File: src/rtl/pcu_pkg.sv
package pcu_pkg;
  typedef enum logic [1:0] {
    MODE_OFF    = 2'b00,
    MODE_IRQ    = 2'b01,
    MODE_TOGGLE = 2'b10,
    MODE_RSVD   = 2'b11
  } cmpMode_t;

  typedef struct packed {
    logic togglePin;
    logic setPri;
    logic setSec;
  } pcuStrobe_t;

  localparam int NUM_CH = 2;
  localparam int CH_PRI = 0;
  localparam int CH_SEC = 1;
endpackage

File: src/rtl/pcu_datapath.sv
module pcu_datapath
  import pcu_pkg::*;
#(
  parameter int TIMER_W = 16
) (
  input  logic               clk,
  input  logic               rst,
  input  logic [TIMER_W-1:0] timer0,
  input  logic [TIMER_W-1:0] timer1,
  input  logic [TIMER_W-1:0] cmpPri,
  input  logic [TIMER_W-1:0] cmpSec,
  input  logic               selPri,
  input  logic               selSec,
  input  logic [1:0]         modePriIn,
  input  logic [1:0]         modeSecIn,
  input  logic               clrPri,
  input  logic               clrSec,
  input  pcuStrobe_t         strobe,
  output logic               hitPri,
  output logic               hitSec,
  output cmpMode_t           modePriQ,
  output cmpMode_t           modeSecQ,
  output logic               pinLatch,
  output logic               flagPri,
  output logic               flagSec
);
  logic [TIMER_W-1:0] prevT0, prevT1;
  logic               prevValid;
  logic [TIMER_W-1:0] cmpArr [NUM_CH];
  logic               selArr [NUM_CH];
  logic [NUM_CH-1:0]  hitVec;

  assign cmpArr[CH_PRI] = cmpPri;
  assign cmpArr[CH_SEC] = cmpSec;
  assign selArr[CH_PRI] = selPri;
  assign selArr[CH_SEC] = selSec;

  for (genvar g = 0; g < NUM_CH; g++) begin : gChan
    logic [TIMER_W-1:0] curT, oldT;
    assign curT = selArr[g] ? timer1 : timer0;
    assign oldT = selArr[g] ? prevT1 : prevT0;
    assign hitVec[g] = prevValid && (curT == cmpArr[g]) && (oldT != cmpArr[g]);
  end

  assign hitPri = hitVec[CH_PRI];
  assign hitSec = hitVec[CH_SEC];

  always_ff @(posedge clk) begin
    if (rst) begin
      prevT0    <= '0;
      prevT1    <= '0;
      prevValid <= 1'b0;
      modePriQ  <= MODE_OFF;
      modeSecQ  <= MODE_OFF;
      pinLatch  <= 1'b0;
      flagPri   <= 1'b0;
      flagSec   <= 1'b0;
    end else begin
      prevT0    <= timer0;
      prevT1    <= timer1;
      prevValid <= 1'b1;
      modePriQ  <= cmpMode_t'(modePriIn);
      modeSecQ  <= cmpMode_t'(modeSecIn);
      if (strobe.togglePin) pinLatch <= ~pinLatch;
      if (strobe.setPri)    flagPri  <= 1'b1;
      else if (clrPri)      flagPri  <= 1'b0;
      if (strobe.setSec)    flagSec  <= 1'b1;
      else if (clrSec)      flagSec  <= 1'b0;
    end
  end
endmodule

File: src/rtl/pcu_control.sv
module pcu_control
  import pcu_pkg::*;
(
  input  logic       hitPri,
  input  logic       hitSec,
  input  cmpMode_t   modePri,
  input  cmpMode_t   modeSec,
  output pcuStrobe_t strobe
);
  logic priEnabled, pairOn, secEnabled;

  always_comb begin
    priEnabled = (modePri == MODE_IRQ) || (modePri == MODE_TOGGLE);
    pairOn     = (modePri == MODE_TOGGLE);
    secEnabled = (modeSec == MODE_IRQ);
    strobe.setPri    = hitPri && priEnabled;
    strobe.setSec    = hitSec && secEnabled;
    strobe.togglePin = pairOn && (hitPri || (hitSec && secEnabled));
  end
endmodule

File: src/rtl/pair_compare_unit.sv
module pair_compare_unit
  import pcu_pkg::*;
#(
  parameter int TIMER_W = 16
) (
  input  logic               clk,
  input  logic               rst,
  input  logic [TIMER_W-1:0] timer0,
  input  logic [TIMER_W-1:0] timer1,
  input  logic [TIMER_W-1:0] cmpPri,
  input  logic [TIMER_W-1:0] cmpSec,
  input  logic [1:0]         modePri,
  input  logic [1:0]         modeSec,
  input  logic               selPri,
  input  logic               selSec,
  input  logic               pinDirOut,
  input  logic               clrFlagPri,
  input  logic               clrFlagSec,
  output logic               pinLatch,
  output logic               pinOe,
  output logic               flagPri,
  output logic               flagSec
);
  logic       hitPri, hitSec;
  cmpMode_t   modePriQ, modeSecQ;
  pcuStrobe_t strobe;

  pcu_datapath #(.TIMER_W(TIMER_W)) uDatapath (
    .clk(clk), .rst(rst), .timer0(timer0), .timer1(timer1),
    .cmpPri(cmpPri), .cmpSec(cmpSec), .selPri(selPri), .selSec(selSec),
    .modePriIn(modePri), .modeSecIn(modeSec),
    .clrPri(clrFlagPri), .clrSec(clrFlagSec), .strobe(strobe),
    .hitPri(hitPri), .hitSec(hitSec), .modePriQ(modePriQ), .modeSecQ(modeSecQ),
    .pinLatch(pinLatch), .flagPri(flagPri), .flagSec(flagSec)
  );

  pcu_control uControl (
    .hitPri(hitPri), .hitSec(hitSec), .modePri(modePriQ), .modeSec(modeSecQ),
    .strobe(strobe)
  );

  assign pinOe = pinDirOut;
endmodule

File: config.mk
export PLATFORM = sky130hd
export DESIGN_NAME = pair_compare_unit
export DESIGN_NICKNAME = d
export VERILOG_FILES = /design/src/rtl/pcu_pkg.sv /design/src/rtl/pcu_datapath.sv /design/src/rtl/pcu_control.sv /design/src/rtl/pair_compare_unit.sv
export SDC_FILE = /design/constraint.sdc
export NUM_CORES = 1
export LEC_CHECK = 0
export BUFFER_PORTS_ARGS = -buffer_cell sky130_fd_sc_hd__buf_2
export CAP_MARGIN = 20
export CORE_AREA = 2 2 89 65
export DETAILED_ROUTE_END_ITERATION = 16
export DIE_AREA = 0 0 91 67
export PLACE_DENSITY = 0.77
export SYNTH_ARGS = -nofsm -noshare
export SYNTH_HDL_FRONTEND = slang
export SYNTH_HIERARCHICAL = 1
export SYNTH_SLANG_ARGS = --single-unit
File: constraint.sdc
create_clock -name clk -period 2.4 [get_ports clk]
set_clock_uncertainty 0.15 [all_clocks]
set_input_delay 0.24 -clock clk [delete_from_list [all_inputs] [get_ports clk]]
set_output_delay 0.24 -clock clk [all_outputs]
set_load 0.05 [all_outputs]
After elaboration in Yosys (flattened, before gate mapping)

Index checks and enable logic that the tools add are counted.

Output and inout port bits: 4
Bits in registers: 40

Eq/ne operators: 7
Bitwise gates (word level): 1
Reduce and logical (&&, ||, !) cells: 11
Mux-type cells: 9

Operators with widths:

| operator                                       | count |
|---|---|
| two-way mux 16 bit                             | 4 |
| == test 16 bit                                 | 2 |
| inequality test 16 bit                         | 2 |
| logical AND 1 bit                              | 7 |
| two-way mux 1 bit                              | 5 |
| == test 2 x 1 -> 1 bit (second input constant) | 2 |
| nonzero test 2 bit                             | 2 |
| == test 2 bit (second input constant)          | 1 |
| logical OR 1 bit                               | 2 |
| NOT 1 bit                                      | 1 |

Depth between registers and ports, before layout

Depth in word-level cells: 7
Mapped depth: 11
Mapped depth without buffers: 9

By module

The synthesis kept the hierarchy.

Modules (own cells, without submodules):

| module            | area each (µm²) | cells each | times used |
|---|---|---|---|
| pcu_datapath      | 2523.7          | 249        | 1 |
| pcu_control       | 38.8            | 5          | 1 |
| pair_compare_unit | 7.5             | 1          | 1 |

Worst setup path before layout

No wires, ideal clock.

Kind: in2reg
Start point: input port selSec
End point: register uDatapath.pinLatch
Arrival: 1.769 ns
Setup time: 0.127 ns
Buffers on the path: 2
Setup slack: 0.353 ns
Cell stages on the path: 11
Cells stage by stage: buf_6 > buf_6 > mux2i_1 > xor2_1 > nand4_1 > nor4_1 > nor3_1 > and3b_1 > o21a_1 > xnor2_1 > nor2_1

RTL lines:

| what                 | line                    | text |
|---|---|---|
| from (decl)          | pair_compare_unit.sv:15 | `input logic selSec,` |
| to (signal assigned) | pcu_datapath.sv:64      | `if (strobe.togglePin) pinLatch <= ~pinLatch;` |
| to (decl)            | pcu_datapath.sv:23      | `output logic pinLatch,` |

==> results.md <==
- Outcome: complete, no violations
- NetSw: 462.9 uW
- Clock Sinks: 40
- Sw Ratio: 27.65%
- Drt initial violations: 78
- Worst reg2reg startpoint: uDatapath/prevT1[5]
- Hold_buf cts: 3
- Data arrival time of the worst path: 2250 ps
- WL met3: 479 um
- Root Buffer: clkbuf_8
- Ys Warns: 6
- R2R cell count: 9
- Total routed wirelength: 5987 um
- Sequential cell area: 800.8 um2
- Fillcell total: 464
- DRC Markers: 0
- Number of max-cap violations: 0
- Part of the power in registers: 42.5%
- Placement Setup Slack: -149.3 ps
- # H-tree levels: 2
- Multi-input gate area: 1632 um2
- VDD IR max: 310.0 uV
- Actual slew at the worst max-slew pin: 734.4 ps
- Die Y: 67 um
- Worst R2R Setup Slack: 340 ps
- Total congestion overflow: 0
- Die width: 91 um
- Fin. Hold Viols: 0
- Crit-path cells: buf_2 > buf_12 > mux2i_1 > xnor2_1 > nor4_1 > nand3_1 > nor3_1 > and3b_1 > o21a_1 > xnor2_1 > nor2_1
- All-Layer GR Usage: 20.33%
- CP top delay family: simple AND/OR/NAND/NOR gates
- Layout net count: 413
- Via count: 2,018
- Seq cells post-synth: 40
- Final period util: 92.68%
- Mapped cell area: 2570 um2
- Mapped Avg Cell Area: 10.08 um2
- Worst path most repeated cell: xnor2_1
- Hold Crit Depth: 2
- Hold Crit Start: modePri[0]
- Post-synthesis cell type count: 19
- Worst hold slack: 5.571 ps
- Worst path buffer plus inverter count: 2
- Core area: 5175 um2
- Hold Crit Class: input pin to flip-flop
- Crit end category: flip-flop
- Ratio of cells with drive above 1 in the final layout: 27.51%
- Final ANT Viol Nets: 0
- Clk buf depth: 2
- Internal cell power: 1211 uW
- Crit path required time: 2430 ps
- WL/cell: 14.60 um
- Multiplexer share of the synthesized area: 24.93%
- Syn Nets: 331
- Setup ws final: 175.6 ps
- LEAKAGE: 0.001452 uW
- Clock slew at reported path FFs: 80 ps
- Clk Latency, worst-skew pair: 310 ps
- Pwr Density: 526.5 nW/um2
- Slew headroom: 51.04%
- Pre-antenna DRT Iters: 4
- Initial Util: 49.66%
- Antenna diode count: 0
- CTS tree: done
- Area Growth Syn to Fin: 23.76%
- Post-route setup TNS: 0 ps
- Hold endpoint: uDatapath/modePriQ[0]
- Seq/Total Area, Yosys: 31.16%
- Clock period minus worst slack: 2224 ps
- First-pass GRT wire length: 9384 um
- Syn Inst Count: 255
- Top Layer Used: met4
- Final Max Tran Viols: 0
- RSZ-0062 raised after global routing: no
- RR Endpoint: uDatapath/pinLatch
- Comb power frac: 23.6%
- Initial antenna violation count: 0
- Adder-Cell Fraction of Synth Area: 0.4869%
- Slowest CP cell: nor4_1
- Synth Area in XOR/XNOR: 22.15%
- Total CTS buffers: 5
- Final Wtd Congestion: 0.8376
- Vias in the first global route: 2,006
- Crit Path Max Fanout: 21
- Metal-1 WL: 2834 um
- Post-DR vias/cell: 4.922
- Port-buffer cells: 76
- Main combinational cell family by area after synthesis: multiplexers
- Post-CTS setup buffers: 0
- Clock network power share: 33.8%
- Met2 WL post-DR: 2610 um
- Worst stage delay on the critical path: 390 ps
- Area fraction in compound gates after synthesis: 0.6816%
- I/O pin cnt: 79
- Largest net degree at the start of global routing: 41
- Fmax achieved: 0.4496 GHz
- Synth Area in Simple Gates: 15.24%
- Final setup violation count: 0
- HPWL Detailed: 4724 um
- PostCTS Resize Cnt: 0
- Die Area: 6097 um2
- Critical path class: input pin to flip-flop
- FP Rows: 22
- Crit start category: input pin
-- power by group through the flow --
stage / registers, uW / logic [uW] / clock network [uW]
finish: 712 / 396 / 567
global route: 716 / 429 / 610
CTS: 712 / 396 / 579
detailed placement: 727 / 388 / 0
global placement: 727 / 381 / 0
floorplan: 723 / 254 / 0
-- registers in the layout, summed over array words and instances (netlist names) --
| register | count |
|---|---|
| uDatapath/prevT0 | 16 |
| uDatapath/flagPri | 1 |
| uDatapath/prevValid | 1 |
| uDatapath/pinLatch | 1 |
| uDatapath/modePriQ | 2 |
| uDatapath/prevT1 | 16 |
| uDatapath/modeSecQ | 2 |
| uDatapath/flagSec | 1 |
-- cells in the final DEF, fill, tap and decap left out, drive strengths merged --
| cell type | count |
|---|---|
| buf | 85 |
| mux2i | 64 |
| dfxtp | 40 |
| nor2b | 37 |
| xor2 | 34 |
| xnor2 | 31 |
| nor4 | 8 |
| nand4 | 8 |
| clkbuf | 5 |
| inv | 5 |
| nand3 | 4 |
| nor3 | 4 |
| dlygate4sd3 | 3 |
| nor2 | 3 |
| a21oi | 2 |
| bufinv | 1 |
| clkinvlp | 1 |
| and3b | 1 |
| o21a | 1 |
| ha | 1 |
-- worst register-to-register path, stage by stage (launching register included) --
cell and delay (ps):
dfxtp_1 320, mux2i_1 200, xor2_1 170, nand4_1 140
nor4_1 300, nor3_1 100, and3b_1 210, o21a_1 180
xnor2_1 130, nor2_1 50
-- synthesized netlist by cell type, drive strengths merged --
cell | n | area share, %
o21a | 1 | 0.29
nor2 | 3 | 0.44
and3b | 1 | 0.34
buf | 9 | 4.2
mux2i | 64 | 25
xnor2 | 31 | 11
inv | 4 | 0.58
nor4 | 8 | 1.9
nor2b | 37 | 9.0
ha | 1 | 0.49
nand4 | 8 | 1.9
dfxtp | 40 | 31
clkbuf | 4 | 0.58
a21oi | 2 | 0.39
nand3 | 4 | 0.78
xor2 | 34 | 12
nor3 | 4 | 0.78
-- cells by family after synthesis --
logic type | after synthesis
compound gates | 3
flops | 40
simple gates | 65
xor+xnor | 65
fa+ha+maj | 1
mux | 64
buf+inv | 17
-- how the worst max path moves through the flow --
stage	startpoint	end	slack [ps]	cells after the start
finish	selSec	uDatapath/pinLatch	180	11
global route	selSec	uDatapath/pinLatch	8	11
CTS	selSec	uDatapath/pinLatch	180	11
detailed placement	selSec	uDatapath/pinLatch	-150	11
global placement	selSec	uDatapath/pinLatch	-120	11
floorplan	selSec	uDatapath/pinLatch	350	11
-- cell type report --
| cell class | count | share of cell area [%] |
|---|---|---|
| multi-input cells | 198 | 51.30 |
| flip-flops and latches | 40 | 25.18 |
| repair buffers | 88 | 16.60 |
| well taps | 72 | 2.832 |
| clock buffers | 5 | 2.164 |
| clock inverters | 3 | 1.456 |
| inverters | 4 | 0.4721 |
-- through the flow --
stage / instances / instance area [um2] / total power [uW] / utilization (%)
final: 410 / 3181 / 1674 / 61.46
after global routing: 410 / 3181 / 1755 / 61.46
after CTS: 410 / 3181 / 1686 / 61.46
after detailed placement: 399 / 3035 / 1116 / 58.66
after global placement: 399 / 3035 / 1109 / 58.66
after floorplan: 255 / 2570 / 977.6 / -
-- routing by layer --
metal  GRT usage (%)  up-vias
li1                -     1027
met1           26.36      904
met2           32.59       80
met3           5.882        7
met4           7.008        0
met5               0        -
Power figures use the tool's default switching activity.
